<file path="config.mk">
export PLATFORM = sky130hd
export DESIGN_NAME = cmdmem_top
export DESIGN_NICKNAME = d
export VERILOG_FILES = /design/src/rtl/cmdmem_pkg.sv /design/src/rtl/cmdmem_wdec.sv /design/src/rtl/cmdmem_rmux.sv /design/src/rtl/cmdmem_bank.sv /design/src/rtl/cmdmem_top.sv
export SDC_FILE = /design/constraint.sdc
export NUM_CORES = 1
export LEC_CHECK = 0
export ABC_AREA = 1
export BUFFER_PORTS_ARGS = -buffer_cell sky130_fd_sc_hd__buf_2
export CAP_MARGIN = 20
export CORE_ASPECT_RATIO = 0.75
export CORE_MARGIN = 1.5
export CORE_UTILIZATION = 56
export CTS_CLUSTER_DIAMETER = 40
export CTS_CLUSTER_SIZE = 25
export DETAILED_ROUTE_END_ITERATION = 8
export PLACE_DENSITY = 0.75
export SLEW_MARGIN = 15
export SYNTH_ARGS = -nofsm -noshare
export SYNTH_HDL_FRONTEND = slang
export SYNTH_SLANG_ARGS = --single-unit
</file>
<file path="constraint.sdc">
create_clock -name clk_i -period 1.32 [get_ports clk_i]
set_clock_uncertainty 0.15 [all_clocks]
set_input_delay 0.132 -clock clk_i [delete_from_list [all_inputs] [get_ports clk_i]]
set_output_delay 0.132 -clock clk_i [all_outputs]
set_load 0.01 [all_outputs]
</file>
<file path="src/rtl/cmdmem_pkg.sv">
package cmdmem_pkg;

  typedef enum logic [1:0] {
    CMD_IDLE  = 2'b00,
    CMD_FETCH = 2'b01,
    CMD_STORE = 2'b10,
    CMD_SPARE = 2'b11
  } cmd_e;

  // A word is written only when the high command bit is set and the low bit is clear.
  function automatic logic cmd_is_store(input cmd_e c);
    return c[1] & ~c[0];
  endfunction

  // The output register loads only on the fetch code.
  function automatic logic cmd_is_fetch(input cmd_e c);
    return ~c[1] & c[0];
  endfunction

endpackage

</file>
<file path="src/rtl/cmdmem_wdec.sv">
module cmdmem_wdec #(
  parameter int ADDR_W = 4,
  localparam int WORDS = 1 << ADDR_W
) (
  input  logic [ADDR_W-1:0] addr_i,
  input  logic              en_i,
  output logic [WORDS-1:0]  we_o
);

  for (genvar i = 0; i < WORDS; i++) begin : g_sel
    assign we_o[i] = en_i && (addr_i == ADDR_W'(i));
  end

endmodule

</file>
<file path="src/rtl/cmdmem_rmux.sv">
module cmdmem_rmux #(
  parameter int ADDR_W = 4,
  parameter int DATA_W = 8,
  localparam int WORDS = 1 << ADDR_W
) (
  input  logic [WORDS-1:0][DATA_W-1:0] words_i,
  input  logic [ADDR_W-1:0]            addr_i,
  output logic [DATA_W-1:0]            data_o
);

  assign data_o = words_i[addr_i];

endmodule

</file>
<file path="src/rtl/cmdmem_bank.sv">
module cmdmem_bank #(
  parameter int ADDR_W    = 4,
  parameter int DATA_W    = 8,
  parameter bit CLEAR_MEM = 1'b1,
  localparam int WORDS    = 1 << ADDR_W
) (
  input  logic                         clk_i,
  input  logic                         rst_i,
  input  logic [WORDS-1:0]             we_i,
  input  logic [DATA_W-1:0]            wdata_i,
  output logic [WORDS-1:0][DATA_W-1:0] words_o
);

  for (genvar i = 0; i < WORDS; i++) begin : g_word
    if (CLEAR_MEM) begin : g_clr
      always_ff @(posedge clk_i) begin
        if (rst_i)         words_o[i] <= '0;
        else if (we_i[i])  words_o[i] <= wdata_i;
      end
    end else begin : g_keep
      always_ff @(posedge clk_i) begin
        if (we_i[i]) words_o[i] <= wdata_i;
      end
    end
  end

endmodule

</file>
<file path="src/rtl/cmdmem_top.sv">
module cmdmem_top
  import cmdmem_pkg::*;
#(
  parameter int ADDR_W    = 4,
  parameter int DATA_W    = 8,
  parameter bit CLEAR_MEM = 1'b1
) (
  input  logic                     clk_i,
  input  logic                     rst_i,
  input  logic [ADDR_W+DATA_W+1:0] req_i,
  output logic [DATA_W-1:0]        rdata_o
);

  localparam int WORDS = 1 << ADDR_W;
  localparam int REQ_W = ADDR_W + DATA_W + 2;

  // Request fields
  cmd_e              cmd_in;
  logic [ADDR_W-1:0] addr_in;
  logic [DATA_W-1:0] data_in;

  assign cmd_in  = cmd_e'(req_i[REQ_W-1 -: 2]);
  assign addr_in = req_i[DATA_W +: ADDR_W];
  assign data_in = req_i[DATA_W-1:0];

  // Captured request (part of the machine state)
  cmd_e              cmd_q;
  logic [ADDR_W-1:0] addr_q;
  logic [DATA_W-1:0] data_q;
  logic [DATA_W-1:0] out_q;

  always_ff @(posedge clk_i) begin
    if (rst_i) begin
      cmd_q  <= CMD_IDLE;
      addr_q <= '0;
      data_q <= '0;
    end else begin
      cmd_q  <= cmd_in;
      addr_q <= addr_in;
      data_q <= data_in;
    end
  end

  // Named execution events
  logic                         do_store;
  logic                         do_fetch;
  logic [WORDS-1:0]             we_vec;
  logic [WORDS-1:0][DATA_W-1:0] words;
  logic [DATA_W-1:0]            rd_word;

  assign do_store = cmd_is_store(cmd_q);
  assign do_fetch = cmd_is_fetch(cmd_q);

  cmdmem_wdec #(.ADDR_W(ADDR_W)) u_wdec (
    .addr_i (addr_q),
    .en_i   (do_store),
    .we_o   (we_vec)
  );

  cmdmem_bank #(.ADDR_W(ADDR_W), .DATA_W(DATA_W), .CLEAR_MEM(CLEAR_MEM)) u_bank (
    .clk_i   (clk_i),
    .rst_i   (rst_i),
    .we_i    (we_vec),
    .wdata_i (data_q),
    .words_o (words)
  );

  cmdmem_rmux #(.ADDR_W(ADDR_W), .DATA_W(DATA_W)) u_rmux (
    .words_i (words),
    .addr_i  (addr_q),
    .data_o  (rd_word)
  );

  always_ff @(posedge clk_i) begin
    if (rst_i)         out_q <= '0;
    else if (do_fetch) out_q <= rd_word;
  end

  assign rdata_o = out_q;

endmodule

</file>
==> summary.md <==
| Metric | Value |
|---|---|
| Logic pwr share | `11.7%` |
| Max-slew violation count | `0` |
| Most common cell after layout, fill and taps aside | `nand2_1` |
| Vias per inst | `6.12` |
| Pre-CTS setup slack | `-0.289 ns` |
| Simple-gate share of the synthesized area | `34.0%` |
| Setup TNS | `-32.70 ns` |
| Reg power frac | `42.1%` |
| Die Wd | `129 um` |
| Seq. cell area | `3010 um2` |
| Worst EP required | `1.54 ns` |
| Post-Syn Area | `6700 um2` |
| Via count | `7,815` |
| Endpoints failing hold | `0` |
| Syn Area/Cell | `6.68 um2` |
| PwrDens | `1130 nW/um2` |
| Critical R2R Capture | `u_bank.words_o[98]$_SDFFE_PP0P_` |
| Fin worst setup slack | `-0.332 ns` |
| Max_cap viols | `0` |
| Flop2flop setup slack | `-0.33 ns` |
| Area occupied by multi-input gates | `4060 um2` |
| Clock Pin Slew Worst Setup and Hold Paths | `0.06 ns` |
| Post-synthesis cell count | `1,002` |
| Mux share of post-synthesis cell area | `0%` |
| Largest family of logic cells by synthesized area | `simple AND/OR/NAND/NOR gates` |
| TritonCTS Buffers | `17` |
| Wire length per cell | `20.9 um` |
| CP Capture Type | `register` |
| Synthesis warning total | `0` |
| First-pass GRT wire length | `37,300 um` |
| Remaining antenna violation count | `0` |
| Critical path fanouts, max | `7` |
| Clk_lat worst skew | `0.44 ns` |
| Synthesis-to-finish area growth | `45.9%` |
| Cell taking the most area after synthesis | `dfxtp_1` |
| Largest net degree at the start of global routing | `42` |
| GRT overflow | `0` |
| Synth Area in Compound Gates | `12.9%` |
| Die area | `12,600 um2` |
| Yosys cell types | `21` |
| Hold Path Cell Cnt | `4` |
| Non-Filler Instances | `1,276` |
| FF-to-FF path depth | `9` |
| Initial DRC count | `1,175` |
| FF-to-FF Start | `addr_q[1]$_SDFF_PP0_` |
| Slew headroom | `79.5%` |
| Initial core utilization | `57.6%` |
| Die H | `97.7 um` |
| Lkg Pwr | `3.87 nW` |
| Worst Tran Pin Value | `0.304 ns` |
| Outcome | `finished, violations left` |
| Vias in the first global route | `6,985` |
| DRC violations left | `0` |
| Nets | `1,117` |
| Synth top area cells | `dfxtp_1 45%, nand2_1 18%, nor2_1 7.7%, a21oi_1 6.7%, nand3_1 6.1%` |
| Filler instances | `648` |
| Final setup fails | `136` |
| Initial antenna violation count | `0` |
| Initial DRT Pass Iterations | `7` |
| Total global-route track usage | `39.3%` |
| HPWL Detailed | `12,900 um` |
| Number of port buffers | `23` |
| Clock network fraction of total power | `46.2%` |
| Clk buf depth | `2` |
| Adder-Cell Fraction of Synth Area | `0%` |
| Switching power | `2.90 mW` |
| Post-synth top area share | `44.9%` |
| Core area | `11,600 um2` |
| Synth Area in XOR/XNOR | `0%` |
| Register area share after synthesis | `44.9%` |
| Hold EP | `data_q[6]$_SDFF_PP0_` |
| Syn_nets | `1,018` |
| Failing checks | `negative setup slack` |
| Post-synthesis register bit count | `150` |
| Crit Path Category | `reg -> reg` |
| Switching Share | `26.3%` |
| CTS root buf | `clkbuf_16` |
| Top-Level Pins | `24` |
| Final Critical Period | `1.65 ns` |
| Placed cell areas | `7560 um2` |
| Inst Count DP | `1,193` |
| Clk sinks | `150` |
| Post-Route WL | `26,700 um` |
| Layout Utilization | `84.1%` |
| H-tree Lvls | `4` |
| Fin crit share | `125%` |
| Row cnt | `34` |
| Maximum vdd drop | `0.941 mV` |
| RSZ-0062 raised after global routing | `true` |
| Startpoint types | `register` |
| FMAX | `0.605 GHz` |
| HP Start | `req_i[6]` |
| CTS tree | `built` |
| Layout cells sized above 1 | `30.7%` |
| Most frequent cells in the layout | `275 x nand2_1, 146 x dfxtp_1, 133 x nor2_1` |
| Fin area | `9770 um2` |
| Crit path arrival time | `1.88 ns` |
| Internal Power | `8.12 mW` |
| Routability cong. | `0.941` |
| # diodes | `0` |
| Worst hold path type | `in -> reg` |
## area by class of cell
cell class | count | area share [%]
multi-input cells | 733 | 41.6
flip-flops and latches | 150 | 30.8
repair buffers | 144 | 17.0
clock buffers | 20 | 4.57
inverters | 55 | 2.40
well taps | 162 | 2.08
clock inverters | 12 | 1.56
## cells by family (layout without fill, tap and decap cells)
kind of cell	count (synthesis)	after routing
AO/OA/AOI/OAI	172	172
buffers and inverters	122	231
flip-flops	150	150
AND/OR/NAND/NOR	558	561
## metal layers
layer	routed length (um)	track usage (%)
met4	1490	18.2
met3	3310	9.36
met2	12100	60.2
met1	9760	52.3
met5	0	0
## metrics by stage
stage	hold WS (ns)	power, mW
6_report	0.291	11.0
5_1_grt	0.298	11.3
4_1_cts	0.285	10.7
3_5_place_dp	0.187	5.56
3_3_place_gp	0.183	5.55
2_1_floorplan	0.0816	5.17
## flip-flops by register name (all words and copies together) (netlist names)
name,cells
addr_q,4
cmd_q,2
data_q,8
rdata_o,8
u_bank.words_o,128
## worst max path at each step
stage | start | end | slack (ns) | cells past startpoint
floorplan | addr_q[1]$_SDFF_PP0_ | u_bank.words_o[103]$_SDFFE_PP0P_ | -0.03 | 8
global placement | addr_q[0]$_SDFF_PP0_ | u_bank.words_o[115]$_SDFFE_PP0P_ | -0.26 | 8
detailed placement | addr_q[0]$_SDFF_PP0_ | u_bank.words_o[113]$_SDFFE_PP0P_ | -0.29 | 8
CTS | addr_q[0]$_SDFF_PP0_ | u_bank.words_o[48]$_SDFFE_PP0P_ | -0.21 | 9
global route | addr_q[0]$_SDFF_PP0_ | rdata_o[6]$_SDFFE_PP0P_ | -0.42 | 10
finish | addr_q[1]$_SDFF_PP0_ | u_bank.words_o[98]$_SDFFE_PP0P_ | -0.33 | 9
## power groups by stage
stage / clock network [mW] / registers, mW / logic [mW]
floorplan: 0 / 4.73 / 0.440
global placement: 0 / 4.73 / 0.821
detailed placement: 0 / 4.73 / 0.828
CTS: 5.00 / 4.63 / 1.08
global route: 5.29 / 4.64 / 1.33
finish: 5.10 / 4.64 / 1.29
## timing repair
item / 4_1_cts / 5_1_grt
endpoints found under the setup margin: 136 / 136
hold endpoints to repair: 23 / 0
pin swaps: 40 / 42
hold buffers: 15 / 0
setup buffers: 27 / 4
cloned: 7 / 1
gates resized for setup: 162 / 140
## critical path: stages (launching register included)
cell and delay, ns:
dfxtp_2 0.33, buf_12 0.14, inv_8 0.09, nand2_8 0.08, nor2_4 0.13, buf_12 0.15
buf_12 0.15, buf_6 0.12, nand3_2 0.08, a21oi_2 0.14
## synth_stat cells
cell type / number
buf_4: 13
nand2_1: 318
nand4_1: 3
buf_2: 22
o21ai_1: 1
buf_6: 2
nor2_4: 2
nor2_1: 138
nand3_1: 82
nand2_4: 4
inv_1: 51
o21ai_0: 81
clkbuf_1: 26
buf_1: 4
nand2_2: 7
nor2_2: 4
dfxtp_1: 150
clkinv_2: 2
a21oi_1: 90
inv_4: 1
inv_2: 1
Power figures use the tool's default switching activity.
